--- config.mk ---
export PLATFORM = sky130hd
export DESIGN_NAME = mbx_dual_port
export DESIGN_NICKNAME = d
export VERILOG_FILES = /design/src/rtl/mbx_pkg.sv /design/src/rtl/mbx_store.sv /design/src/rtl/mbx_status.sv /design/src/rtl/mbx_irq.sv /design/src/rtl/mbx_dual_port.sv
export SDC_FILE = /design/constraint.sdc
export NUM_CORES = 1
export LEC_CHECK = 0
export CORE_AREA = 2 2 265 163
export CTS_BUF_LIST = sky130_fd_sc_hd__clkbuf_2 sky130_fd_sc_hd__clkbuf_4 sky130_fd_sc_hd__clkbuf_8
export CTS_CLUSTER_DIAMETER = 150
export DETAILED_ROUTE_END_ITERATION = 12
export DIE_AREA = 0 0 267 165
export PLACE_DENSITY = 0.55
export SYNTH_ARGS = -nofsm -noshare
export SYNTH_HDL_FRONTEND = slang
export SYNTH_SLANG_ARGS = --single-unit
--- constraint.sdc ---
create_clock -name clk -period 3.25 [get_ports clk]
set_input_delay 0.975 -clock clk [delete_from_list [all_inputs] [get_ports clk]]
set_output_delay 0.975 -clock clk [all_outputs]
set_load 0.005 [all_outputs]
--- src/rtl/mbx_pkg.sv ---
package mbx_pkg;
  localparam int REGION_OUT = 0;
  localparam int REGION_IN  = 1;
  localparam int REGION_CTL = 2;

  localparam int CTL_STATUS = 0;
  localparam int CTL_IRQREG = 1;
  localparam int CTL_LFLAGS = 2;

  localparam int CFG_IN_EN   = 4;
  localparam int CFG_IN_LO   = 0;
  localparam int CFG_OUT_EN  = 12;
  localparam int CFG_OUT_LO  = 8;
  localparam int CFG_W       = 13;

  localparam int HREQ_OUT_BIT = 16;
  localparam int HREQ_IN_BIT  = 17;
endpackage

--- src/rtl/mbx_store.sv ---
module mbx_store #(
  parameter int NUM_MBX = 4,
  parameter int DW      = 32,
  localparam int NB     = DW / 8,
  localparam int MW     = $clog2(NUM_MBX)
) (
  input  logic          clk,
  input  logic          we,
  input  logic [MW-1:0] waddr,
  input  logic [NB-1:0] wbe,
  input  logic [DW-1:0] wdata,
  input  logic          re,
  input  logic [MW-1:0] raddr,
  output logic [DW-1:0] q
);
  for (genvar b = 0; b < NB; b++) begin : g_lane
    logic [7:0] lane_mem [NUM_MBX];
    logic [7:0] lane_q;

    always_ff @(posedge clk) begin
      if (we && wbe[b]) lane_mem[waddr] <= wdata[8*b +: 8];
    end

    always_ff @(posedge clk) begin
      if (re) lane_q <= lane_mem[raddr];
    end

    assign q[8*b +: 8] = lane_q;
  end
endmodule

--- src/rtl/mbx_status.sv ---
module mbx_status #(
  parameter int SW = 16
) (
  input  logic          clk,
  input  logic          rst,
  input  logic [SW-1:0] in_set,
  input  logic [SW-1:0] in_clr,
  input  logic [SW-1:0] out_set,
  input  logic [SW-1:0] out_clr,
  output logic [SW-1:0] full_q,
  output logic [SW-1:0] empty_q
);
  always_ff @(posedge clk) begin
    if (rst) begin
      full_q  <= '0;
      empty_q <= '1;
    end else begin
      full_q  <= (full_q & ~in_clr) | in_set;
      empty_q <= (empty_q | out_set) & ~out_clr;
    end
  end
endmodule

--- src/rtl/mbx_irq.sv ---
module mbx_irq
  import mbx_pkg::*;
#(
  parameter int SW = 16,
  localparam int SELW = $clog2(SW)
) (
  input  logic              clk,
  input  logic              rst,
  input  logic [SW-1:0]     host_in_wr,
  input  logic [SW-1:0]     host_out_rd,
  input  logic              loc_out_wr_any,
  input  logic              loc_in_rd_any,
  input  logic              cfg_we,
  input  logic [1:0]        cfg_be,
  input  logic [CFG_W-1:0]  cfg_wdata,
  input  logic              lclr_we,
  input  logic [1:0]        lclr_bits,
  input  logic              hclr_we,
  input  logic [1:0]        hclr_bits,
  output logic [CFG_W-1:0]  cfg_q,
  output logic [1:0]        lflag_q,
  output logic [1:0]        hreq_q,
  output logic              l_irq_n,
  output logic              h_irq_n
);
  logic [SELW-1:0] in_sel, out_sel;
  logic            in_hit, out_hit;
  logic [1:0]      lflag_d, hreq_d, lset, hset, lclr, hclr;

  assign in_sel  = cfg_q[CFG_IN_LO  +: SELW];
  assign out_sel = cfg_q[CFG_OUT_LO +: SELW];
  assign in_hit  = cfg_q[CFG_IN_EN]  && host_in_wr[in_sel];
  assign out_hit = cfg_q[CFG_OUT_EN] && host_out_rd[out_sel];

  always_comb begin
    lset    = {out_hit, in_hit};
    lclr    = lclr_we ? lclr_bits : 2'b00;
    lflag_d = (lflag_q & ~lclr) | lset;
    hset    = {loc_in_rd_any, loc_out_wr_any};
    hclr    = hclr_we ? hclr_bits : 2'b00;
    hreq_d  = (hreq_q & ~hclr) | hset;
  end

  always_ff @(posedge clk) begin
    if (rst) begin
      cfg_q   <= '0;
      lflag_q <= '0;
      hreq_q  <= '0;
      l_irq_n <= 1'b1;
      h_irq_n <= 1'b1;
    end else begin
      if (cfg_we && cfg_be[0]) cfg_q[7:0]       <= cfg_wdata[7:0];
      if (cfg_we && cfg_be[1]) cfg_q[CFG_W-1:8] <= cfg_wdata[CFG_W-1:8];
      lflag_q <= lflag_d;
      hreq_q  <= hreq_d;
      l_irq_n <= ~|lflag_d;
      h_irq_n <= ~|hreq_d;
    end
  end
endmodule

--- src/rtl/mbx_dual_port.sv ---
module mbx_dual_port
  import mbx_pkg::*;
#(
  parameter int NUM_MBX = 4,
  parameter int DW      = 32,
  parameter int AW      = 4
) (
  input  logic          clk,
  input  logic          rst,
  input  logic          h_wr,
  input  logic          h_rd,
  input  logic [AW-1:0] h_addr,
  input  logic [3:0]    h_be,
  input  logic [DW-1:0] h_wdata,
  output logic [DW-1:0] h_rdata,
  output logic          h_irq_n,
  input  logic          l_wr,
  input  logic          l_rd,
  input  logic [AW-1:0] l_addr,
  input  logic [3:0]    l_be,
  input  logic [DW-1:0] l_wdata,
  output logic [DW-1:0] l_rdata,
  output logic          l_irq_n
);
  localparam int NB = DW / 8;
  localparam int SW = NUM_MBX * NB;
  localparam int MW = $clog2(NUM_MBX);
  localparam int RW = AW - MW;

  logic [RW-1:0] h_rgn, l_rgn;
  logic [MW-1:0] h_idx, l_idx;
  assign h_rgn = h_addr[AW-1:MW];
  assign h_idx = h_addr[MW-1:0];
  assign l_rgn = l_addr[AW-1:MW];
  assign l_idx = l_addr[MW-1:0];

  logic h_in_we, h_out_re, l_out_we, l_in_re;
  assign h_in_we  = h_wr && (h_rgn == RW'(REGION_IN));
  assign h_out_re = h_rd && (h_rgn == RW'(REGION_OUT));
  assign l_out_we = l_wr && (l_rgn == RW'(REGION_OUT));
  assign l_in_re  = l_rd && (l_rgn == RW'(REGION_IN));

  logic h_ctl_wr, l_ctl_wr;
  assign h_ctl_wr = h_wr && (h_rgn == RW'(REGION_CTL));
  assign l_ctl_wr = l_wr && (l_rgn == RW'(REGION_CTL));

  logic [SW-1:0] in_set_b, in_clr_b, out_set_b, out_clr_b;
  for (genvar m = 0; m < NUM_MBX; m++) begin : g_byte_evt
    assign in_set_b [m*NB +: NB] = (h_in_we  && h_idx == MW'(m)) ? h_be[NB-1:0] : '0;
    assign in_clr_b [m*NB +: NB] = (l_in_re  && l_idx == MW'(m)) ? l_be[NB-1:0] : '0;
    assign out_set_b[m*NB +: NB] = (h_out_re && h_idx == MW'(m)) ? h_be[NB-1:0] : '0;
    assign out_clr_b[m*NB +: NB] = (l_out_we && l_idx == MW'(m)) ? l_be[NB-1:0] : '0;
  end

  logic [DW-1:0] in_q, out_q;

  mbx_store #(.NUM_MBX(NUM_MBX), .DW(DW)) u_in_store (
    .clk(clk), .we(h_in_we), .waddr(h_idx), .wbe(h_be[NB-1:0]), .wdata(h_wdata),
    .re(l_in_re), .raddr(l_idx), .q(in_q)
  );

  mbx_store #(.NUM_MBX(NUM_MBX), .DW(DW)) u_out_store (
    .clk(clk), .we(l_out_we), .waddr(l_idx), .wbe(l_be[NB-1:0]), .wdata(l_wdata),
    .re(h_out_re), .raddr(h_idx), .q(out_q)
  );

  logic [SW-1:0] full_q, empty_q;

  mbx_status #(.SW(SW)) u_status (
    .clk(clk), .rst(rst),
    .in_set(in_set_b), .in_clr(in_clr_b),
    .out_set(out_set_b), .out_clr(out_clr_b),
    .full_q(full_q), .empty_q(empty_q)
  );

  logic [2*SW-1:0]  stat_w;
  assign stat_w = {full_q, empty_q};

  logic [CFG_W-1:0] cfg_q;
  logic [1:0]       lflag_q, hreq_q;
  logic             cfg_we, lclr_we, hclr_we;

  assign cfg_we  = l_ctl_wr && (l_idx == MW'(CTL_IRQREG));
  assign lclr_we = l_ctl_wr && (l_idx == MW'(CTL_LFLAGS)) && l_be[0];
  assign hclr_we = h_ctl_wr && (h_idx == MW'(CTL_IRQREG)) && h_be[2];

  mbx_irq #(.SW(SW)) u_irq (
    .clk(clk), .rst(rst),
    .host_in_wr(in_set_b), .host_out_rd(out_set_b),
    .loc_out_wr_any(|out_clr_b), .loc_in_rd_any(|in_clr_b),
    .cfg_we(cfg_we), .cfg_be(l_be[1:0]), .cfg_wdata(l_wdata[CFG_W-1:0]),
    .lclr_we(lclr_we), .lclr_bits(l_wdata[1:0]),
    .hclr_we(hclr_we), .hclr_bits(h_wdata[HREQ_IN_BIT:HREQ_OUT_BIT]),
    .cfg_q(cfg_q), .lflag_q(lflag_q), .hreq_q(hreq_q),
    .l_irq_n(l_irq_n), .h_irq_n(h_irq_n)
  );

  logic          h_use_mem, l_use_mem;
  logic [DW-1:0] h_reg_q, l_reg_q;

  always_ff @(posedge clk) begin
    if (rst) begin
      h_use_mem <= 1'b0;
      h_reg_q   <= '0;
    end else if (h_rd) begin
      h_use_mem <= h_out_re;
      h_reg_q   <= '0;
      if (h_rgn == RW'(REGION_CTL)) begin
        if (h_idx == MW'(CTL_STATUS)) h_reg_q <= DW'(stat_w);
        if (h_idx == MW'(CTL_IRQREG)) h_reg_q <= DW'({hreq_q, 16'b0});
      end
    end
  end

  always_ff @(posedge clk) begin
    if (rst) begin
      l_use_mem <= 1'b0;
      l_reg_q   <= '0;
    end else if (l_rd) begin
      l_use_mem <= l_in_re;
      l_reg_q   <= '0;
      if (l_rgn == RW'(REGION_CTL)) begin
        if (l_idx == MW'(CTL_STATUS)) l_reg_q <= DW'(stat_w);
        if (l_idx == MW'(CTL_IRQREG)) l_reg_q <= DW'(cfg_q);
        if (l_idx == MW'(CTL_LFLAGS)) l_reg_q <= DW'(lflag_q);
      end
    end
  end

  assign h_rdata = h_use_mem ? out_q : h_reg_q;
  assign l_rdata = l_use_mem ? in_q  : l_reg_q;
endmodule

Word level (Yosys, flattened, before mapping)
Memory sizes are Yosys's and may differ from the RTL's. A register that Yosys moved wholly into a read port is not among the register bits.
Cells that the tools add are included.
Widths: inputs -> output; s select.

operators by class
  eq/ne operators = 10
  mux-type cells = 47
  magnitude comparators = 2
  reductions and logical operators = 49
  bitwise operators = 12

operators by type and width
  cell                count
  $mux 32             9
  $mux 4              16
  $logic_and 1x1->1   39
  $and 16x16->16      2
  $not 16->16         2
  $or 16x16->16       2
  $reduce_or 16->1    2
  $mux 1              18
  $eq 2x2->1 const B  6
  $lt 4x5->1 const B  2
  $bmux 1 s4          2
  $eq 2x1->1 const B  4
  $logic_not 2->1     4
  $and 2x2->2         2
  $mux 2              2
  $not 2->2           2
  $or 2x2->2          2
  $reduce_or 2->1     2
  $logic_not 1->1     2

storage, ports and cells
  bits in registers = 117
  memory bits (writable) = 256
  input port bits = 86
  memories kept = 8
  output and inout bits = 66
  logic and storage cells = 140

memories
  name                            depth  bits a word  read ports  clocked after Yosys merged registers in  write ports  RTL line         source
  u_in_store.g_lane[0].lane_mem   4      8            1           1                                        1            mbx_store.sv:17  logic [7:0] lane_mem [NUM_MBX];
  u_in_store.g_lane[1].lane_mem   4      8            1           1                                        1            mbx_store.sv:17
  u_in_store.g_lane[2].lane_mem   4      8            1           1                                        1            mbx_store.sv:17
  u_in_store.g_lane[3].lane_mem   4      8            1           1                                        1            mbx_store.sv:17
  u_out_store.g_lane[0].lane_mem  4      8            1           1                                        1            mbx_store.sv:17
  u_out_store.g_lane[1].lane_mem  4      8            1           1                                        1            mbx_store.sv:17
  +2 memories                     n/a    n/a          n/a         n/a                                      n/a          n/a

Longest topological paths before layout
  depth in word-level cells = 10
  mapped depth = 6
  depth with buffers taken out = 4

Cells and area by module
A second synthesis with hierarchy kept.

second synthesis, totals
  cell total of the unflattened synthesis = 1062
  area total of the unflattened synthesis = 17478.0 µm²

by module, submodules not included
  module         instances  sequential area each (µm²)  area an instance (µm²)  cells each
  mbx_store      2          4804.6                      5785.5                  218
  mbx_dual_port  1          1321.3                      3860.0                  408
  mbx_status     1          640.6                       1081.0                  115
  mbx_irq        1          380.4                       965.9                   103

Least setup slack after synthesis
No wires, ideal clock.

  kind = input to register
  start = input port l_addr[3]
  end = memory u_out_store.g_lane[0].lane_mem[0][0] (enable)
  data required time = 2.852 ns
  buffers on the path = 1
  slack = 0.456 ns
  setup time = 0.398 ns
  arrival time = 2.396 ns
  stages on the path = 3
  path through = or3b_1 > buf_6 > nor4_1

between the ends
  longest elaborated chain between the ends = 5

ends and longest elaborated chain
  what                          RTL line             source
  start: declaration            mbx_dual_port.sv:19  input logic [AW-1:0] l_addr,
  $logic_not 2->1               mbx_dual_port.sv:40  assign l_out_we = l_wr && (l_rgn == RW'(REGION_OUT));
  $logic_and 1x1->1             mbx_dual_port.sv:40
  $logic_and 1x1->1             mbx_store.sv:21      if (we && wbe[b]) lane_mem[waddr] <= wdata[8*b +: 8];
  $mux 1                        mbx_store.sv:21
  $mux 1 (implied by the code)  mbx_store.sv:21
  end: declaration              mbx_store.sv:17

Every way passes these cells.

Final worst setup path
  start = register h_use_mem
  end = output port h_rdata[7]

between the ends
  longest elaborated chain between the ends = 1

ends and longest elaborated chain
  what                      RTL line              source
  start: declaration        mbx_dual_port.sv:98   logic h_use_mem, l_use_mem;
  start signal: assignment  mbx_dual_port.sv:106  h_use_mem <= h_out_re;
  $mux 32                   mbx_dual_port.sv:130  assign h_rdata = h_use_mem ? out_q : h_reg_q;
  end: declaration          mbx_dual_port.sv:15   output logic [DW-1:0] h_rdata,

Every way passes these cells.

==> qor_table.md <==
| Quantity | Reported | Unit |
|---|---|---|
| Post-synth design cell area | 16470 | µm² |
| Proportion of synthesized chip area in sequential cells | 0.7256 | - |
| Sink Count | 437 | - |
| Final hold slack | 0.4706 | ns |
| Height of the die | 165 | µm |
| Fraction of the cycle the final worst path needs | 0.9610 | - |
| Die Outline Area | 44060 | µm² |
| Setup ws final | 0.1266 | ns |
| Type of element capturing the critical path | primary output | - |
| Number of rows created at floorplan | 58 | - |
| CTS Root Buffer Type | sky130_fd_sc_hd__clkbuf_8 | - |
| Leftover overflow at the end of global routing | 0 | - |
| Yosys Warn Count | 0 | - |
| Crit Path Category | reg2out | - |
| TritonCTS clock tree | built | - |
| Via-to-Cell Ratio | 5.196 | - |
| Worst R2R Setup Slack | 1.81 | ns |
| Commonest non-fill, non-tap cell in the layout | sky130_fd_sc_hd__edfxtp_1 | - |
| Worst slack after detailed placement | 0.2264 | ns |
| RSZ-0062 raised after global routing | false | - |
| Static leakage power | 6.932 | nW |
| Highest net fanout along the worst path | 20 | - |
| Number of pins exceeding their max-slew limit in the final report | 0 | - |
| Drc violations | 0 | - |
| Transition at the pin with the smallest max-transition slack | 0.6647 | ns |
| Drt initial violations | 936 | - |
| Total negative slack for setup checks | 0 | ns |
| Initial Utilization | 0.3975 | - |
| Number of I/O port buffers | 151 | - |
| Number of max-cap violations | 0 | - |
| Startpoint kind of the worst setup timing path | register | - |
| Post-layout minimum cycle time | 3.123 | ns |
| Via Count | 9416 | - |
| Via count of the first global-routing pass | 9673 | - |
| Global placer's final weighted congestion | 0.8379 | - |
| Layout overhead on the synthesized area | 24.10 | % |
| CORE AREA | 41440 | µm² |
| Setup-violating endpoint count in the final report | 0 | - |
| Pin count of the biggest net entering global routing | 55 | - |
| Post-route clock skew | 0.01184 | ns |
| Post-DR wirelength/cell | 23.27 | µm |
| Total Routed Length | 42160 | µm |
| Number of buffers on the longest clock path | 3 | - |
| Source-to-sink clock delay at the later pin of the worst-skew pair | 0.61 | ns |
| Outcome | finished clean | - |
| Capture point of the worst reg-to-reg path | u_irq.l_irq_n | - |
| Ports | 152 | - |
| Share of cells above drive strength 1 | 0.2554 | - |
| Mapped Nets | 1066 | - |
| Hold depth | 2 | - |
| Mean area per synthesized cell | 16.81 | µm² |
| Reg2reg path depth | 3 | - |
| Number of endpoints with negative hold slack in the final report | 0 | - |
| Area of all placed cells without fillers | 20440 | µm² |
| First-pass DRT Iterations | 10 | - |
| Area after DPL | 18970 | µm² |
| Antenna-violating nets left | 0 | - |
| Worst hold path startpoint | l_reg_q[0] | - |
| Top library cells by usage in the layout, fill and taps aside | sky130_fd_sc_hd__edfxtp_1, sky130_fd_sc_hd__clkdlybuf4s50_1, sky130_fd_sc_hd__dfxtp_1, sky130_fd_sc_hd__nor2_1, sky130_fd_sc_hd__clkbuf_8 | - |
| Layout Cells excl Fill | 1812 | - |
| Launch instance of the worst register-to-register path | u_irq.cfg_q[8] | - |
| Gate count of the mapped netlist | 980 | - |
| Maximum ir drop on the vdd rail | 0.2645 | mV |
| First-pass GRT wire length | 62230 | µm |
| Net count, final | 1274 | - |
| Total clock buffers created by CTS | 66 | - |
| Data required, critical path | 2.27 | ns |
| HPWL reported at the end of detailed placement | 28810 | µm |
| Number of fillers in the final layout | 3522 | - |
| H-tree depth reported by CTS | 3 | - |
| Number of antenna violations at the first check in global routing | 1 | - |
| Worst hold path endpoint | l_reg_q[0] | - |
| Fmax | 320.2 | MHz |
| Critical path arrival | 2.15 | ns |
| Clock slew at reported path FFs | 0.06 | ns |
| Worst rel slew slack | 0.5554 | - |
| Placed cells | 1689 | - |
| Die X-Extent | 267 | µm |
| Global Route Usage Sum | 0.1953 | - |
| Post-synthesis cell type count | 39 | - |
| Number of hold buffers added after cts | 0 | - |
| Power density over the cells | 567.0 | nW/µm² |
| FF+latch count, synth | 437 | - |
| Hold/Removal Path Class | reg2reg | - |
through the flow:
stage | power (mW) | util
after detailed placement | 6.810 | 0.4579
after floorplan | 6.470 | -
final | 11.59 | 0.4933
after global placement | 6.805 | 0.4579
after CTS | 11.71 | 0.4927
after global routing | 11.99 | 0.4932
worst max-delay path by stage:
stage | cells past startpoint | slack [ns] | end | start
after floorplan | 3 | 0.46 | u_out_store.g_lane[0].lane_mem[0][0] | l_addr[3]
after global placement | 5 | 0.22 | u_out_store.g_lane[3].lane_mem[2][3] | l_addr[3]
after detailed placement | 5 | 0.23 | u_out_store.g_lane[3].lane_mem[2][2] | l_addr[3]
after CTS | 3 | 0.03 | l_rdata[28] | l_use_mem
after global routing | 3 | 0.02 | h_rdata[16] | h_use_mem
final | 3 | 0.13 | h_rdata[7] | h_use_mem
critical path, stage by stage, from the launching register on:
cell and delay (ns):
sky130_fd_sc_hd__dfxtp_1 0.33, sky130_fd_sc_hd__buf_4 0.33, sky130_fd_sc_hd__mux2_2 0.41, sky130_fd_sc_hd__clkdlybuf4s50_1 0.45
state kept, by name, summed over array words and instances, names as in the netlist, 2 cells and up:
register,cells
u_irq.cfg_q,13
u_status.empty_q,16
u_irq.hreq_q,2
u_in_store.g_lane.lane_mem,128
h_reg_q,32
l_reg_q,32
u_irq.lflag_q,2
u_out_store.g_lane.lane_mem,128
u_out_store.g_lane.lane_q,32
u_in_store.g_lane.lane_q,32
u_status.full_q,16
cell usage after synthesis, drive strengths merged:
cell type / count / share of area
edfxtp: 320 / 0.58
dfxtp: 117 / 0.14
nor2: 90 / 0.021
mux4: 66 / 0.090
mux2: 64 / 0.044
a22oi: 58 / 0.026
a21oi: 37 / 0.011
buf: 31 / 0.010
clkbuf: 31 / 0.0071
nand2: 25 / 0.0057
and2: 17 / 0.0065
o21ai: 17 / 0.0052
o21bai: 16 / 0.0073
inv: 15 / 0.0034
a222oi: 13 / 0.0079
nand3: 10 / 0.0030
nor3: 9 / 0.0033
nand4: 7 / 0.0027
mux2i: 6 / 0.0036
nor4: 5 / 0.0023
xor2: 4 / 0.0021
a32oi: 3 / 0.0016
or3b: 3 / 0.0016
a21o: 2 / 0.00091
and3: 2 / 0.00076
nand2b: 2 / 0.00076
nand3b: 2 / 0.00091
nor2b: 2 / 0.00076
nor3b: 2 / 0.0016
o2bb2ai: 2 / 0.0011
and2b: 1 / 0.00046
and3b: 1 / 0.00053
per-layer routing:
layer	wire [µm]	GRT usage
met5	0	0
met4	706	0.05337
met2	19360	0.3010
met3	2556	0.04577
met1	19530	0.2787
power by group:
group	leakage, nW	switching [mW]	total [mW]	internal [mW]
clock	0.757	2.13	4.90	2.77
combinational	2.34	0.318	0.612	0.294
sequential	3.84	0.0271	6.08	6.05
area by class of cell:
cell class | instances | area (µm²) | share of cell area
diodes | 1 | 2.502 | 0.0001224
inverters | 15 | 56.30 | 0.002755
clock inverters | 16 | 195.2 | 0.009549
clock buffers | 105 | 1245 | 0.06091
well taps | 570 | 713.2 | 0.03489
multi-input cells | 466 | 4213 | 0.2061
repair buffers | 202 | 2059 | 0.1008
flip-flops and latches | 437 | 11960 | 0.5849
cell families (layout without fill, tap and decap cells):
kind of cell,Yosys count,after routing,synth area share
AOI/OAI and AO/OA,148,148,0.06161
xor gates and xnor gates,4,4,0.002127
buffers and inverters,77,338,0.02074
DFF,437,437,0.7256
muxes,136,136,0.1376
other,0,1,0
and+or+nand+nor,178,178,0.05226
timing repair:
action                     in CTS  in global routing
setup endpoints to repair      17                  1
resized for setup               1                  0
setup buffers                   0                  1
(Power assumes the default switching activity.)
